File: config.mk
export PLATFORM = sky130hd
export DESIGN_NAME = dma_phase_seq
export DESIGN_NICKNAME = d
export VERILOG_FILES = /design/src/rtl/dma_seq_pkg.sv /design/src/rtl/dma_seq_ctrl.sv /design/src/rtl/dma_seq_dpath.sv /design/src/rtl/dma_phase_seq.sv
export SDC_FILE = /design/constraint.sdc
export NUM_CORES = 1
export LEC_CHECK = 0
export CAP_MARGIN = 20
export CORE_MARGIN = 2
export CORE_UTILIZATION = 50
export CTS_CLUSTER_DIAMETER = 60
export DETAILED_ROUTE_END_ITERATION = 8
export PLACE_DENSITY = 0.78
export SLEW_MARGIN = 30
export SYNTH_ARGS = -nofsm -noshare
export SYNTH_HDL_FRONTEND = slang
export SYNTH_HIERARCHICAL = 1
export SYNTH_SLANG_ARGS = --single-unit
File: constraint.sdc
create_clock -name clk -period 6.55 [get_ports clk]
set_clock_uncertainty 0.2 [all_clocks]
set_input_delay 1.31 -clock clk [delete_from_list [all_inputs] [get_ports clk]]
set_output_delay 1.31 -clock clk [all_outputs]
set_load 0.02 [all_outputs]
File: src/rtl/dma_seq_pkg.sv
package dma_seq_pkg;
  parameter int SEG_W  = 3;
  parameter int ADDR_W = 16;
  parameter int CNT_W  = 8;
  parameter int BEAT_W = 16;
  localparam int DESC_W = 2 * SEG_W + 2 * ADDR_W + CNT_W;

  typedef struct packed {
    logic [SEG_W-1:0]  srcSeg;
    logic [SEG_W-1:0]  dstSeg;
    logic [ADDR_W-1:0] srcAddr;
    logic [ADDR_W-1:0] dstAddr;
    logic [CNT_W-1:0]  count;
  } descT;

  typedef struct packed {
    logic loadDesc;
    logic pushBeat;
    logic popBeat;
  } strobeT;

  typedef struct packed {
    logic sameSeg;
    logic emptyDesc;
    logic rdLast;
    logic wrLast;
  } statT;

  typedef enum logic [2:0] {
    PH_IDLE, PH_FETCH, PH_LOAD, PH_SRC, PH_DST, PH_WB, PH_DONE
  } phaseT;
endpackage

File: src/rtl/dma_seq_ctrl.sv
module dma_seq_ctrl
  import dma_seq_pkg::*;
#(
  parameter int CH_W = 3
) (
  input  logic            clk,
  input  logic            rstN,
  input  logic            grantValid,
  input  logic [CH_W-1:0] grantChan,
  input  statT            stat,
  input  logic            srcAvail,
  input  logic            dstAvail,
  output strobeT          strobe,
  output logic            busy,
  output logic            descRd,
  output logic            descWr,
  output logic [CH_W-1:0] descAddr,
  output logic            srcReq,
  output logic            dstReq,
  output logic            done
);
  phaseT phase, phaseNext;
  logic [CH_W-1:0] chanR;

  always_ff @(posedge clk) begin
    if (!rstN) begin
      phase <= PH_IDLE;
      chanR <= '0;
    end else begin
      phase <= phaseNext;
      if (phase == PH_IDLE && grantValid) chanR <= grantChan;
    end
  end

  always_comb begin
    phaseNext = phase;
    strobe    = '0;
    case (phase)
      PH_IDLE:  if (grantValid) phaseNext = PH_FETCH;
      PH_FETCH: phaseNext = PH_LOAD;
      PH_LOAD: begin
        strobe.loadDesc = 1'b1;
        phaseNext = stat.emptyDesc ? PH_WB : PH_SRC;
      end
      PH_SRC: if (srcAvail) begin
        strobe.pushBeat = 1'b1;
        if (!stat.sameSeg || stat.rdLast) phaseNext = PH_DST;
      end
      PH_DST: if (dstAvail) begin
        strobe.popBeat = 1'b1;
        if (stat.wrLast)        phaseNext = PH_WB;
        else if (!stat.sameSeg) phaseNext = PH_SRC;
      end
      PH_WB:   phaseNext = PH_DONE;
      default: phaseNext = PH_IDLE;
    endcase
  end

  assign busy     = (phase != PH_IDLE);
  assign descRd   = (phase == PH_FETCH);
  assign descWr   = (phase == PH_WB);
  assign descAddr = chanR;
  assign srcReq   = (phase == PH_SRC);
  assign dstReq   = (phase == PH_DST);
  assign done     = (phase == PH_DONE);

  p_one_side_r6: assert property (@(posedge clk) disable iff (!rstN)
    !(srcReq && dstReq));
  p_same_seg_order_r5: assert property (@(posedge clk) disable iff (!rstN)
    (dstReq && stat.sameSeg) |=> !srcReq);
  p_done_after_wb_r10: assert property (@(posedge clk) disable iff (!rstN)
    descWr |=> done);
  p_done_pulse_r10: assert property (@(posedge clk) disable iff (!rstN)
    done |=> !done && !busy);
  p_src_wait_r3: assert property (@(posedge clk) disable iff (!rstN)
    (srcReq && !srcAvail) |=> srcReq);
endmodule

File: src/rtl/dma_seq_dpath.sv
module dma_seq_dpath
  import dma_seq_pkg::*;
#(
  parameter int FIFO_BYTES = 16
) (
  input  logic              clk,
  input  logic              rstN,
  input  strobeT            strobe,
  input  logic [DESC_W-1:0] descRData,
  input  logic [BEAT_W-1:0] srcData,
  output statT              stat,
  output logic [DESC_W-1:0] descWData,
  output logic [SEG_W-1:0]  srcSeg,
  output logic [ADDR_W-1:0] srcAddr,
  output logic [SEG_W-1:0]  dstSeg,
  output logic [ADDR_W-1:0] dstAddr,
  output logic [BEAT_W-1:0] dstData
);
  localparam int BEAT_BYTES = BEAT_W / 8;
  localparam int DEPTH      = FIFO_BYTES / BEAT_BYTES;
  localparam int PTR_W      = $clog2(DEPTH);
  localparam int FILL_W     = PTR_W + 1;
  localparam logic [CNT_W-1:0]  PASS_MAX = CNT_W'(FIFO_BYTES);
  localparam logic [ADDR_W-1:0] STEP     = ADDR_W'(BEAT_BYTES);

  descT inDesc;
  assign inDesc = descRData;

  logic [SEG_W-1:0]  srcSegR, dstSegR;
  logic [ADDR_W-1:0] srcAddrR, dstAddrR;
  logic [CNT_W-1:0]  countR, passR;
  logic [FILL_W-1:0] rdLeft, wrLeft, fill;
  logic [PTR_W-1:0]  wPtr, rPtr;
  logic [BEAT_W-1:0] fifoMem [DEPTH];

  logic [CNT_W-1:0]  passIn;
  logic [CNT_W:0]    beatsIn;
  assign passIn  = (inDesc.count > PASS_MAX) ? PASS_MAX : inDesc.count;
  assign beatsIn = ({1'b0, passIn} + (CNT_W+1)'(BEAT_BYTES - 1)) / (CNT_W+1)'(BEAT_BYTES);

  always_ff @(posedge clk) begin
    if (!rstN) begin
      srcSegR <= '0; dstSegR <= '0; srcAddrR <= '0; dstAddrR <= '0;
      countR <= '0; passR <= '0; rdLeft <= '0; wrLeft <= '0;
      fill <= '0; wPtr <= '0; rPtr <= '0;
    end else begin
      if (strobe.loadDesc) begin
        srcSegR  <= inDesc.srcSeg;
        dstSegR  <= inDesc.dstSeg;
        srcAddrR <= inDesc.srcAddr;
        dstAddrR <= inDesc.dstAddr;
        countR   <= inDesc.count;
        passR    <= passIn;
        rdLeft   <= FILL_W'(beatsIn);
        wrLeft   <= FILL_W'(beatsIn);
        fill     <= '0;
        wPtr     <= '0;
        rPtr     <= '0;
      end else begin
        if (strobe.pushBeat) begin
          wPtr     <= wPtr + 1'b1;
          srcAddrR <= srcAddrR + STEP;
          rdLeft   <= rdLeft - 1'b1;
        end
        if (strobe.popBeat) begin
          rPtr     <= rPtr + 1'b1;
          dstAddrR <= dstAddrR + STEP;
          wrLeft   <= wrLeft - 1'b1;
        end
        case ({strobe.pushBeat, strobe.popBeat})
          2'b10:   fill <= fill + 1'b1;
          2'b01:   fill <= fill - 1'b1;
          default: fill <= fill;
        endcase
      end
    end
  end

  always_ff @(posedge clk) begin
    if (strobe.pushBeat) fifoMem[wPtr] <= srcData;
  end

  assign stat.sameSeg   = (srcSegR == dstSegR);
  assign stat.emptyDesc = (inDesc.count == '0);
  assign stat.rdLast    = (rdLeft == FILL_W'(1));
  assign stat.wrLast    = (wrLeft == FILL_W'(1));

  descT wbDesc;
  always_comb begin
    wbDesc.srcSeg  = srcSegR;
    wbDesc.dstSeg  = dstSegR;
    wbDesc.srcAddr = srcAddrR;
    wbDesc.dstAddr = dstAddrR;
    wbDesc.count   = countR - passR;
  end
  assign descWData = wbDesc;
  assign srcSeg    = srcSegR;
  assign srcAddr   = srcAddrR;
  assign dstSeg    = dstSegR;
  assign dstAddr   = dstAddrR;
  assign dstData   = fifoMem[rPtr];

  p_no_overflow_r5: assert property (@(posedge clk) disable iff (!rstN)
    strobe.pushBeat |-> (fill < FILL_W'(DEPTH)));
  p_no_underflow_r7: assert property (@(posedge clk) disable iff (!rstN)
    strobe.popBeat |-> (fill != '0));
  p_src_step_r3: assert property (@(posedge clk) disable iff (!rstN)
    (strobe.pushBeat && !strobe.loadDesc) |=> (srcAddrR == $past(srcAddrR) + STEP));
endmodule

File: src/rtl/dma_phase_seq.sv
module dma_phase_seq
  import dma_seq_pkg::*;
#(
  parameter int CH_W       = 3,
  parameter int FIFO_BYTES = 16
) (
  input  logic              clk,
  input  logic              rstN,
  input  logic              grantValid,
  input  logic [CH_W-1:0]   grantChan,
  output logic              busy,
  output logic              descRd,
  output logic              descWr,
  output logic [CH_W-1:0]   descAddr,
  output logic [DESC_W-1:0] descWData,
  input  logic [DESC_W-1:0] descRData,
  output logic              srcReq,
  output logic [SEG_W-1:0]  srcSeg,
  output logic [ADDR_W-1:0] srcAddr,
  input  logic              srcAvail,
  input  logic [BEAT_W-1:0] srcData,
  output logic              dstReq,
  output logic [SEG_W-1:0]  dstSeg,
  output logic [ADDR_W-1:0] dstAddr,
  input  logic              dstAvail,
  output logic [BEAT_W-1:0] dstData,
  output logic              done
);
  strobeT strobe;
  statT   stat;

  dma_seq_ctrl #(.CH_W(CH_W)) u_ctrl (
    .clk(clk), .rstN(rstN), .grantValid(grantValid), .grantChan(grantChan),
    .stat(stat), .srcAvail(srcAvail), .dstAvail(dstAvail), .strobe(strobe),
    .busy(busy), .descRd(descRd), .descWr(descWr), .descAddr(descAddr),
    .srcReq(srcReq), .dstReq(dstReq), .done(done)
  );

  dma_seq_dpath #(.FIFO_BYTES(FIFO_BYTES)) u_dpath (
    .clk(clk), .rstN(rstN), .strobe(strobe), .descRData(descRData),
    .srcData(srcData), .stat(stat), .descWData(descWData),
    .srcSeg(srcSeg), .srcAddr(srcAddr), .dstSeg(dstSeg), .dstAddr(dstAddr),
    .dstData(dstData)
  );

  p_src_hold_r3: assert property (@(posedge clk) disable iff (!rstN)
    (srcReq && !srcAvail) |=> ($stable(srcAddr) && $stable(srcSeg)));
  p_dst_hold_r4: assert property (@(posedge clk) disable iff (!rstN)
    (dstReq && !dstAvail) |=> (dstReq && $stable(dstAddr) && $stable(dstData)));
  p_grant_fetch_r2: assert property (@(posedge clk) disable iff (!rstN)
    (!busy && grantValid) |=> (descRd && descAddr == $past(grantChan)));
endmodule

# Word level (Yosys, flattened, before mapping)
# Memory sizes are Yosys's and may differ from the RTL's. A register that Yosys moved wholly into a read port is not among the register bits.
# Index checks and enable logic that the tools add are counted.
[totals] n_memories=1 wordCells=73 input_bits=70 register_bits=74 ramBits=128 output_inout_bits=109
[op_classes] bitwise=1 n_addsub=8 eq_ne=14 mux=26 n_lt_le_gt_ge=1 reduce_logical=10
[mem_list] memory="u_dpath.fifoMem" depth=8 word_bits=16 read_ports=1 rd_clocked_by_memory_dff=1 wr=1 line_no="dma_seq_dpath.sv:34" text="logic [BEAT_W-1:0] fifoMem [DEPTH];"
[ops] op="16-bit two-way mux" count=4
[ops] op="16-bit by 2-bit adder with 16-bit output, second input constant" count=2
[ops] op="3-bit two-way mux" count=9
[ops] op="3-bit case mux with 6 select lines" count=1
[ops] op="4-bit two-way mux" count=4
[ops] op="3-bit equality test, second input constant" count=3
[ops] op="4-bit by 1-bit equality test with 1-bit output, second input constant" count=2
[ops] op="8-bit by 5-bit > comparator with 1-bit output, second input constant" count=1
[ops] op="8-bit zero test" count=1
[ops] op="8-bit two-way mux" count=1
[ops] op="4-bit by 1-bit subtractor with 4-bit output, second input constant" count=2
[ops] op="8-bit subtractor" count=1
[ops] op="1-bit two-way mux" count=7
[ops] op="3-bit by 1-bit adder with 3-bit output, second input constant" count=2
[ops] op="3-bit by 2-bit equality test with 1-bit output, second input constant" count=2
[ops] op="2-bit by 1-bit != test with 1-bit output, second input constant" count=3
[ops] op="5-bit by 1-bit adder with 5-bit output, second input constant" count=1
[ops] op="5-bit AND reduction" count=1
[ops] op="2-bit nonzero test" count=2
[ops] op="3-bit by 1-bit equality test with 1-bit output, second input constant" count=1
[ops] op="3-bit equality test" count=1
[ops] op="3-bit zero test" count=1
[ops] op="3-bit != test, second input constant" count=1
[ops] op="3-bit nonzero test" count=1
[ops] op="other kinds (6)" count=6

# Depth between registers and ports, before layout
[logic_depth] depth_word=6 depth_mapped=9 depth_no_buf=8

# Cells and area by module
# Netlist, hierarchy kept.
[modules_own_cells] mod="dma_seq_dpath" area_each_um2=8748.4 seq_area_each_um2=5265.0 cells_each=644 n_inst=1
[modules_own_cells] mod="dma_seq_ctrl" area_each_um2=386.6 seq_area_each_um2=120.1 cells_each=48 n_inst=1

# Least setup slack after synthesis
# Ideal clock, no wire load.
[synth_timing] kind="input port to flip-flop" start="in srcAvail" end="mem u_dpath.fifoMem[4][0], enable pin" stages=5 path_slack_ns=2.887 required_time_ns=5.941 arrival_ns=3.054 setup_ns=0.409 path_buffers=2 path_cell_list="and3_1 -> buf_4 -> buf_2 -> nand2_1 -> nor3_1"
[synth_between] elab_chain_len=4
[synth_lines] item="start, declared" line_no="dma_phase_seq.sv:20" text="input logic srcAvail,"
[synth_lines] item="1-bit two-way mux" line_no="dma_seq_ctrl.sv:45" text="PH_SRC: if (srcAvail) begin"
[synth_lines] item="1-bit two-way mux" line_no="dma_seq_ctrl.sv:38" text="case (phase)"
[synth_lines] item="1-bit two-way mux" line_no="dma_seq_dpath.sv:80" text="if (strobe.pushBeat) fifoMem[wPtr] <= srcData;"
[synth_lines] item="1-bit two-way mux (not written as such)" line_no="dma_seq_dpath.sv:80"
[synth_lines] item="end, declared" line_no="dma_seq_dpath.sv:34"
# Every way passes these cells.

# Final worst setup path
[layout_timing] start="reg u_dpath.passR[2]" end="out descWData[6]"
[layout_between] elab_chain_len=1
[layout_lines] item="start, declared" line_no="dma_seq_dpath.sv:31" text="logic [CNT_W-1:0] countR, passR;"
[layout_lines] item="start signal, assigned" line_no="dma_seq_dpath.sv:53" text="passR <= passIn;"
[layout_lines] item="8-bit subtractor" line_no="dma_seq_dpath.sv:94" text="wbDesc.count = countR - passR;"
[layout_lines] item="end, declared" line_no="dma_phase_seq.sv:15" text="output logic [DESC_W-1:0] descWData,"
# Every way passes these cells.

==> impl_metrics.csv <==
group,metric,value,unit
layout,mostFrequentLayoutCells,"clkdlybuf4s50_1, edfxtp_1, dfxtp_1",
pwr,vdd_drop_max,0.0002221,V
global_route,grt_usage,0.1953,
timing,tightest_slew,0.9718,ns
synthesis,synth_nets,779,
route,wire_per_inst,17.68,um
cts,htree_levels,1,
timing,rsz0062_at_grt,"false",
cts,clk_pin_slew,0.06,ns
synthesis,ys_seq_area_frac,0.5895,
hold_path,hp-class,"reg -> reg",
place,place_area,10860,um2
synthesis,synth_compound_area_frac,0.05780,
floorplanning,die_height,139.2,um
pwr,power,2968,uW
synthesis,syn_area_per_cell,13.20,um2
global_route,grt-ovfl-total,0,
layout,diodes,0,
cts,cts_buffers,22,
cts,cts_setup_buffers,0,
place,portBuffers,178,
global_route,grt_pass1_wl,30550,um
route,firstDrtPassIters,4,
synthesis,synthCells,692,
synthesis,yosys.area_share.simple,0.1064,
synthesis,synth_top_family_by_area,"multiplexers",
cts,cts_resized,0,
global_route,grt_antenna_before_repair,0,
synthesis,synth-seq-cells,205,
layout,area_growth,27.17,%
route,drtIter0Drc,227,
timing,setup_viol,0,
layout,multi_input_area,3313,um2
layout,nFillCells,1269,
route,ant_nets,0,
worst_setup_path,arrival,2.85,ns
cts,cts.path.max_buffers,3,
route,vias,5795,
layout,seq_area,5389,um2
place,place.gp.congestion,0.8406,
floorplanning,start_util,0.5085,
worst_setup_path,critPathKind,"reg -> out",
worst_setup_path,crit_path_start_kind,"flip-flop",
cts,clock_latency,0.50,ns
route,routed_wl,19010,um
synthesis,yosysWarnings,6,
pwr,power.leakage,0.003927,uW
timing,whs,0.2407,ns
timing,final_max_slew_viol_count,0,
cts,hold_buffers,0,
cts,cts_tree,"yes",
synthesis,synthesis.area,9135,um2
layout,fin_area,11620,um2
timing,finalHoldViolCount,0,
route,drt-vias-per-instance,5.391,
run_status,outcome,"finished clean",
layout,final_core_util,0.6467,
global_route,grt_pass1_vias,6046,
worst_setup_path,crit_path_end_kind,"output pin",
pwr,power_density,255.4,nW/um2
global_route,grt_max_degree,64,
worst_setup_path,crit_fanout,4,
timing,slew_headroom,0.3500,
cts,clock_sinks,205,
floorplanning,num_rows,49,
timing,min_period,4.365,ns
synthesis,ys_types,51,
timing,fin_crit_sh,0.6664,
floorplanning,io_pins,179,
timing,fin_setup_tns,0,ns
cts,cts_root_buf,"clkbuf_16",
timing,max_freq,229.1,MHz
layout,drive_gt1_frac,0.1300,
place,dp_hpwl,12250,um
worst_setup_path,worstPathRequired,5.04,ns
floorplanning,core_area,17960,um2
floorplanning,die_area,19370,um2
synthesis,synth_fa_ha_area_frac,0.02411,
route,drc,0,
floorplanning,chipWidth,139.2,um
layout,fin_nets,918,
synthesis,synth_xor_area_frac,0.04314,
job,cap_violations,0,
layout,final_common_cell,"clkdlybuf4s50_1",
synthesis,synth.area.mux_share,0.1238,
-- logic make-up after synthesis --
group,after synthesis
AOI/OAI and AO/OA,83
DFF,205
buffers and inverters,90
adders and majority gates,17
and+or+nand+nor,181
xor gates and xnor gates,45
muxes,71
-- area by class of cell --
cell class	instances	area share
tap	229	0.02466
inverter	21	0.006785
multi-input combinational	397	0.2852
clock buffer	24	0.04976
timing repair buffer	184	0.1574
clock inverter	15	0.01239
sequential	205	0.4639
-- worst max-delay path, stage by stage, from the launching register on --
cell             delay, ns
dfxtp_1               0.33
inv_1                 0.04
ha_1                  0.32
nor2b_1               0.15
o21ai_1               0.16
a21boi_0              0.17
or4b_1                0.50
nand3_1               0.09
clkdlybuf4s50_1       0.60
-- through the flow --
step / setup slack (ns) / cells
final: 2.185 / 1075
after floorplan: 2.887 / 692
after detailed placement: 2.615 / 1035
after CTS: 2.169 / 1074
after global routing: 1.983 / 1075
after global placement: 2.512 / 1035
-- Yosys cell counts (all sizes together) --
master / instances / area share
ha: 16 / 0.022
and3: 7 / 0.0048
a21oi: 22 / 0.012
a21o: 1 / 0.00082
fa: 1 / 0.0022
or4b: 1 / 0.0011
nor2b: 23 / 0.016
nor4: 4 / 0.0051
mux2: 16 / 0.020
o31ai: 1 / 0.00082
edfxtp: 128 / 0.42
xor2: 22 / 0.021
dfxtp: 77 / 0.17
nand2: 50 / 0.021
nor3: 11 / 0.0073
o21a: 1 / 0.00082
mux2i: 23 / 0.025
o22ai: 3 / 0.0021
and4: 2 / 0.0019
o221a: 1 / 0.0012
nor4b: 2 / 0.0019
nor3b: 2 / 0.0016
buf: 52 / 0.040
and2: 11 / 0.0075
nand2b: 9 / 0.0062
nand3: 11 / 0.0060
a21boi: 9 / 0.0074
o211a: 7 / 0.0077
o21ai: 31 / 0.017
o311a: 3 / 0.0033
a211oi: 2 / 0.0027
or3: 1 / 0.0012
nor2: 37 / 0.017
or2: 1 / 0.00069
nand4: 9 / 0.0078
xnor2: 23 / 0.022
a211o: 1 / 0.00096
a221oi: 1 / 0.00096
mux4: 32 / 0.079
inv: 21 / 0.0086
clkbuf: 17 / 0.0070
-- where the power goes --
part           internal (uW)  total [uW]  switching (uW)
Clock                    720        1210             493
Sequential              1400        1430            34.6
Combinational            164         324             160
Total                   2280        2970             688
-- sequential cells by signal, indices dropped and copies added (netlist names), named ones only --
signal           flops
u_ctrl/phase         3
u_dpath/fifoMem    128
u_dpath/passR        8
u_dpath/dstSeg       3
u_dpath/srcAddr     16
u_dpath/dstAddr     16
u_dpath/rdLeft       4
u_ctrl/descAddr      3
u_dpath/wPtr         3
u_dpath/countR       8
u_dpath/wrLeft       4
u_dpath/srcSeg       3
u_dpath/rPtr         3
-- final timing paths --
check                           slack, ns  cells past startpoint              from                  end
worst min register to register       0.24                      2  u_dpath/passR[6]     u_dpath/passR[6]
worst min-delay path                 0.24                      2  u_dpath/passR[6]     u_dpath/passR[6]
worst max register to register       3.74                      8   u_ctrl/phase[2]  u_dpath/dstAddr[13]
worst max-delay path                 2.19                      8  u_dpath/passR[2]         descWData[6]
-- layer usage --
layer | vias up | wire length (um) | part of all wire | GRT usage
met5 | - | 0 | 0 | 0
met1 | 2813 | 7546 | 0.40 | 0.2328
met2 | 201 | 9847 | 0.52 | 0.3568
met4 | 0 | 373 | 0.020 | 0.04997
li1 | 2751 | - | - | -
met3 | 30 | 1242 | 0.065 | 0.04558
(Power assumes the default switching activity.)
